[config.mk]
export PLATFORM = sky130hd
export DESIGN_NAME = serial_dual_latch
export DESIGN_NICKNAME = d
export VERILOG_FILES = /design/src/rtl/sdl_pkg.sv /design/src/rtl/sdl_rst_sync.sv /design/src/rtl/sdl_edge_det.sv /design/src/rtl/sdl_shift_reg.sv /design/src/rtl/sdl_latch_bank.sv /design/src/rtl/serial_dual_latch.sv
export SDC_FILE = /design/constraint.sdc
export NUM_CORES = 1
export LEC_CHECK = 0
export BUFFER_PORTS_ARGS = -buffer_cell sky130_fd_sc_hd__buf_2
export CAP_MARGIN = 10
export CORE_AREA = 2 2 392 394
export DETAILED_ROUTE_END_ITERATION = 7
export DIE_AREA = 0 0 394 396
export PLACE_DENSITY_LB_ADDON = 0.15
export REMOVE_ABC_BUFFERS = 1
export SLEW_MARGIN = 20
export SYNTH_ARGS = -nofsm -noshare
export SYNTH_HDL_FRONTEND = slang
export SYNTH_SLANG_ARGS = --single-unit
[constraint.sdc]
create_clock -name clk -period 28.9 [get_ports clk]
set_clock_uncertainty 0.05 [all_clocks]
set_input_delay 1.445 -clock clk [delete_from_list [all_inputs] [get_ports clk]]
set_output_delay 1.445 -clock clk [all_outputs]
set_load 0.005 [all_outputs]
[src/rtl/sdl_pkg.sv]
package sdl_pkg;
  localparam int unsigned CH_DEF  = 16;
  localparam int unsigned GSW_DEF = 16;
  localparam int unsigned DCW_DEF = 7;
  localparam int unsigned BCW_DEF = 8;

  // Source selection for the grayscale second stage
  typedef enum logic [1:0] {
    SRC_HOLD   = 2'd0,
    SRC_BUS    = 2'd1,
    SRC_STAGE1 = 2'd2
  } gs2_src_e;
endpackage

[src/rtl/sdl_rst_sync.sv]
module sdl_rst_sync (
  input  logic clk,
  input  logic rst_n,
  output logic rst_sync_n
);
  logic meta_q;

  always_ff @(posedge clk or negedge rst_n) begin
    if (!rst_n) begin
      meta_q     <= 1'b0;
      rst_sync_n <= 1'b0;
    end else begin
      meta_q     <= 1'b1;
      rst_sync_n <= meta_q;
    end
  end
endmodule

[src/rtl/sdl_edge_det.sv]
module sdl_edge_det #(
  parameter int unsigned LANES = 2
) (
  input  logic             clk,
  input  logic             rst_n,
  input  logic [LANES-1:0] lvl,
  output logic [LANES-1:0] rise
);
  logic [LANES-1:0] s1_q, s2_q;

  always_ff @(posedge clk or negedge rst_n) begin
    if (!rst_n) begin
      s1_q <= '0;
      s2_q <= '0;
    end else begin
      s1_q <= lvl;
      s2_q <= s1_q;
    end
  end

  generate
    for (genvar i = 0; i < LANES; i++) begin : g_lane
      assign rise[i] = s1_q[i] & ~s2_q[i];
    end
  endgenerate
endmodule

[src/rtl/sdl_shift_reg.sv]
module sdl_shift_reg #(
  parameter int unsigned LEN = 257,
  parameter int unsigned STW = 50
) (
  input  logic           clk,
  input  logic           rst_n,
  input  logic           sin,
  input  logic           shift_en,
  input  logic           load_en,
  input  logic [STW-1:0] status,
  output logic [LEN-1:0] sr_q
);
  localparam int unsigned PADW = LEN - STW;

  logic           sin_q;
  logic [LEN-1:0] sr_d;
  logic           sr_en;

  always_comb begin
    sr_d  = sr_q;
    sr_en = shift_en | load_en;
    if (load_en) begin
      sr_d = {{PADW{1'b0}}, status};
    end else if (shift_en) begin
      sr_d = {sr_q[LEN-2:0], sin_q};
    end
  end

  always_ff @(posedge clk or negedge rst_n) begin
    if (!rst_n) begin
      sin_q <= 1'b0;
      sr_q  <= '0;
    end else begin
      sin_q <= sin;
      if (sr_en) sr_q <= sr_d;
    end
  end
endmodule

[src/rtl/sdl_latch_bank.sv]
module sdl_latch_bank
  import sdl_pkg::*;
#(
  parameter int unsigned GSB = 256,
  parameter int unsigned CFB = 120
) (
  input  logic           clk,
  input  logic           rst_n,
  input  logic           lat_rise,
  input  logic           sel_ctl,
  input  logic [GSB-1:0] bus,
  input  logic           period_end,
  output logic [GSB-1:0] gs2_q,
  output logic [CFB-1:0] cfg2_q,
  output logic           restart_q
);
  localparam int unsigned CTB = CFB + 1;

  logic [GSB-1:0] gs1_q, gs2_d;
  logic [CTB-1:0] ctl1_q;
  logic           gs1_en, ctl1_en, cfg2_en, gs2_en, sync_wr, tmr;
  gs2_src_e       gs2_src;

  always_comb begin
    gs1_en  = lat_rise & ~sel_ctl;
    ctl1_en = lat_rise & sel_ctl;
    tmr     = ctl1_q[CFB];
    sync_wr = gs1_en & tmr;
    cfg2_en = sync_wr;
    if (sync_wr)         gs2_src = SRC_BUS;
    else if (period_end) gs2_src = SRC_STAGE1;
    else                 gs2_src = SRC_HOLD;
    gs2_en = (gs2_src != SRC_HOLD);
    unique case (gs2_src)
      SRC_BUS:    gs2_d = bus;
      SRC_STAGE1: gs2_d = gs1_q;
      default:    gs2_d = gs2_q;
    endcase
  end

  always_ff @(posedge clk or negedge rst_n) begin
    if (!rst_n) begin
      gs1_q     <= '0;
      gs2_q     <= '0;
      ctl1_q    <= '0;
      cfg2_q    <= '0;
      restart_q <= 1'b0;
    end else begin
      if (gs1_en)  gs1_q  <= bus;
      if (ctl1_en) ctl1_q <= bus[CTB-1:0];
      if (gs2_en)  gs2_q  <= gs2_d;
      if (cfg2_en) cfg2_q <= ctl1_q[CFB-1:0];
      restart_q <= sync_wr;
    end
  end
endmodule

[src/rtl/serial_dual_latch.sv]
module serial_dual_latch
  import sdl_pkg::*;
#(
  parameter int unsigned NCH = CH_DEF,
  parameter int unsigned GSW = GSW_DEF,
  parameter int unsigned DCW = DCW_DEF,
  parameter int unsigned BCW = BCW_DEF
) (
  input  logic               clk,
  input  logic               rst_n,
  input  logic               sclk,
  input  logic               sin,
  input  logic               lat,
  input  logic               period_end,
  input  logic [NCH-1:0]     led_open,
  input  logic [NCH-1:0]     led_short,
  input  logic [NCH-1:0]     out_leak,
  input  logic               therm_err,
  input  logic               iref_short,
  output logic               sout,
  output logic [NCH*GSW-1:0] gs_data,
  output logic [NCH*DCW-1:0] dc_data,
  output logic [BCW-1:0]     bc_data,
  output logic               gs_restart
);
  localparam int unsigned GS_BITS = NCH * GSW;
  localparam int unsigned SR_LEN  = GS_BITS + 1;
  localparam int unsigned DC_BITS = NCH * DCW;
  localparam int unsigned CF_BITS = DC_BITS + BCW;
  localparam int unsigned ST_BITS = 3 * NCH + 2;

  logic              rst_i_n;
  logic [1:0]        rise;
  logic              sclk_rise, lat_rise;
  logic              load_pend, load_pend_d;
  logic [SR_LEN-1:0] sr_q;
  logic [ST_BITS-1:0] status;
  logic [CF_BITS-1:0] cfg2;

  sdl_rst_sync u_rst (
    .clk        (clk),
    .rst_n      (rst_n),
    .rst_sync_n (rst_i_n)
  );

  sdl_edge_det #(.LANES(2)) u_edge (
    .clk   (clk),
    .rst_n (rst_i_n),
    .lvl   ({lat, sclk}),
    .rise  (rise)
  );

  assign sclk_rise = rise[0];
  assign lat_rise  = rise[1];

  always_comb begin
    load_pend_d = lat_rise;
    status      = {iref_short, therm_err, out_leak, led_short, led_open};
  end

  always_ff @(posedge clk or negedge rst_i_n) begin
    if (!rst_i_n) load_pend <= 1'b0;
    else          load_pend <= load_pend_d;
  end

  sdl_shift_reg #(.LEN(SR_LEN), .STW(ST_BITS)) u_sr (
    .clk      (clk),
    .rst_n    (rst_i_n),
    .sin      (sin),
    .shift_en (sclk_rise),
    .load_en  (load_pend),
    .status   (status),
    .sr_q     (sr_q)
  );

  sdl_latch_bank #(.GSB(GS_BITS), .CFB(CF_BITS)) u_lat (
    .clk        (clk),
    .rst_n      (rst_i_n),
    .lat_rise   (lat_rise),
    .sel_ctl    (sr_q[SR_LEN-1]),
    .bus        (sr_q[GS_BITS-1:0]),
    .period_end (period_end),
    .gs2_q      (gs_data),
    .cfg2_q     (cfg2),
    .restart_q  (gs_restart)
  );

  assign sout    = sr_q[SR_LEN-1];
  assign dc_data = cfg2[DC_BITS-1:0];
  assign bc_data = cfg2[CF_BITS-1:DC_BITS];
endmodule

==> results.toml <==
[placed_design]
place_hpwl_mm = 63.05
routabilityCongestion = 0.6773
portBuffers = 433
dpl_cell_area_um2 = 44630

[synth]
syn_avg_cell_area_um2 = 12.41
synthTopCellsByArea = "dfrtp_1 62%, mux2_2 13%, mux2i_1 7.5%, nand2_1 6.6%, o21ai_0 3.5%"
syn_area_um2 = 40810
synth.largest_area_cell = "dfrtp_1"
netlist-cell-type-count = 18
netlist_instances = 3289
ys_warn_count = 0
yosysSeqAreaShare = 0.6248
yosys.area.top_type_share = 0.6248
ys_ff_latch = 1019

[power]
combPwrFrac = 0.054
powerDensity_nw_per_um2 = 65.42
power.total_uw = 3168
swShare = 0.2404
seqPwrFrac = 0.483
clkPwrFrac = 0.463
p_switching_uw = 761.6
p_int_uw = 2406
leakagePower_uw = 0.02374
ir_worst_vdd_uv = 43.43

[setup_path]
arrival_ns = 5.61
crit_chain = "buf_4, buf_4, buf_4, buf_4, buf_12"
critPathRequiredTime_ns = 29.57
end_kind = "async pin"
startpoint_type = "register"
crit_slowest_cell = "dfrtp_4"
slowest_delay_ns = 0.93
r2r_setup_slack_ns = 23.95
cpMostUsedCell = "buf_4"
startpoint = "u_rst.rst_sync_n$_DFF_PN0_"
cp_max_fo = 164
r2r-start = "u_rst.rst_sync_n$_DFF_PN0_"
critPathKind = "reg2async"

[final_layout]
fin_nets = 3706
area_growth_pct = 18.65
stdcell_area_um2 = 48420
diodes = 0
drive_above_1_share = 0.3021

[floorplan]
die_area_um2 = 156000
die_y_um = 396
num_io_pins = 434
die_width_um = 394
core_area_um2 = 151500
start_util = 0.2693
rows = 143

[sta]
finalSetupViolCount = 0
max_freq_mhz = 202.2
final.min_clock_period_ns = 4.946
final.setup.tns_ns = 0
post-route-period-util = 0.1712
max_slew_margin = 0.3826
slew_violations = 0
rsz0062_at_grt = "false"
tightest_slew_ns = 0.9261
hold_viol = 0

[clocking]
htreeDepth = 3
cts_max_path_buffers = 3
postCtsHoldBufs = 0
root_buffer = "clkbuf_16"
cts_sinks = 1019
post-cts-setup-buffer-count = 0
cts_tree = "done"
clk_latency_ns = 0.73
numCtsBuffers = 115
post_cts_resized = 0
clkTransAtPathRegs_ns = 0.06

[outcome]
status = "finished, final reports clean"

[worst_hold_path]
hold_path.class = "reg2reg"
holdCritStartpoint = "u_rst.meta_q$_DFF_PN0_"

[global_routing]
grt-ovfl-total = 0
first_global_vias = 26130
grt_first_pass_wirelength_mm = 168.3
grt_max_degree = 173
grt_usage = 0.1370
antenna_found_initial = 2

[routing]
via_count = 25450
avgRoutedWirePerCell_um = 18.62
drt-total-wl_mm = 107.4
drt_first_pass_iters = 5
drc_errors = 0
ant_nets = 0
drtIter0Drc = 1155
drt-vias-per-instance = 4.410

[flow_run]
cap_violations = 0
## worst max-delay path, delay by kind of cell (launching register included)
family | cells | cell delay, ns
buffers and inverters | 5 | 3.66
DFF | 1 | 0.93
## cell type report
class                      count  area, µm²
fill                       15430     103100
sequential                  1019      25510
multi-input combinational   2043      14010
clock buffer                 175       3383
timing repair buffer         471       2575
tap                         2030       2540
clock inverter                32      406.6
## stage by stage
step | utilization | cells | hold WS [ns] | setup slack (ns)
2_1_floorplan | - | 3062 | 0.2812 | -1.657
3_3_place_gp | 0.2945 | 5563 | 0.2825 | 23.56
3_5_place_dp | 0.2945 | 5563 | 0.2934 | 23.62
4_1_cts | 0.3195 | 5770 | 0.3083 | 23.58
5_1_grt | 0.3195 | 5770 | 0.3187 | 23.10
6_report | 0.3195 | 5770 | 0.3048 | 23.95
## synth_stat cells
library cell / number
o21ai_0: 286
buf_2: 94
buf_6: 46
mux2_1: 21
conb_1: 1
nor2b_1: 2
buf_1: 7
dfrtp_1: 1019
mux2_2: 476
nand2_1: 721
o21ai_1: 20
and4bb_1: 1
clkbuf_1: 75
nand2b_1: 1
mux2i_1: 306
a21oi_1: 207
buf_4: 5
nor2b_2: 1
## metal layers
metal / GRT usage / vias to the layer above / wire [µm]
li1: - / 11970 / -
met1: 0.1876 / 12930 / 50550
met2: 0.2132 / 421 / 48750
met3: 0.03728 / 129 / 6074
met4: 0.03626 / 4 / 2007
met5: 0 / - / 27
## flip-flops by register name, indices dropped and copies added, names as in the netlist
name,flops
u_lat.cfg2_q,120
load_pend,1
u_lat.gs1_q,256
u_lat.ctl1_q,121
u_lat.restart_q,1
u_edge.s1_q,2
u_rst.meta_q,1
u_sr.sr_q,257
u_rst.rst_sync_n,1
u_lat.gs2_q,256
u_edge.s2_q,2
u_sr.sin_q,1
## path summary, 6_finish.rpt
check | end | cells after the start
hold / removal | u_rst.rst_sync_n$_DFF_PN0_ | 0
setup reg to reg | u_sr.sr_q[94]$_DFFE_PN0P_ | 5
setup / recovery | u_sr.sr_q[94]$_DFFE_PN0P_ | 5
max in group clk | u_lat.cfg2_q[17]$_DFFE_PN0P_ | 5
min in group asynchronous | u_lat.gs2_q[217]$_DFFE_PN0P_ | 0
hold reg to reg | u_rst.rst_sync_n$_DFF_PN0_ | 0
## placed cells by master, fill, tap and decap left out, types with 6 or more instances in the layout
cell type and count:
clkbuf_1 32, nand2_1 720, clkinv_2 14, a21oi_1 207, mux2i_1 306, buf_2 432, mux2_1 21, clkbuf_8 28
dfrtp_1 1017, buf_12 9, o21ai_0 286, buf_4 29, clkbuf_16 115, bufinv_16 6, mux2_2 476, o21ai_1 20
## power by group through the flow
stage,Clock (µW),Sequential [µW],Combinational (µW)
2_1_floorplan,0,1570,82.6
3_3_place_gp,0,1560,178
3_5_place_dp,0,1560,180
4_1_cts,1530,1530,180
5_1_grt,1580,1540,195
6_report,1470,1530,172
## logic make-up after synthesis
kind of cell | Yosys count | synth area share
multiplexers | 803 | 0.2122
other | 1 | 0.00009189
AO/OA/AOI/OAI | 513 | 0.06291
AND/OR/NAND/NOR | 726 | 0.06730
flip-flops | 1019 | 0.6248
buffers and inverters | 227 | 0.03268
Note: power is estimated with default switching activity, not from simulation.
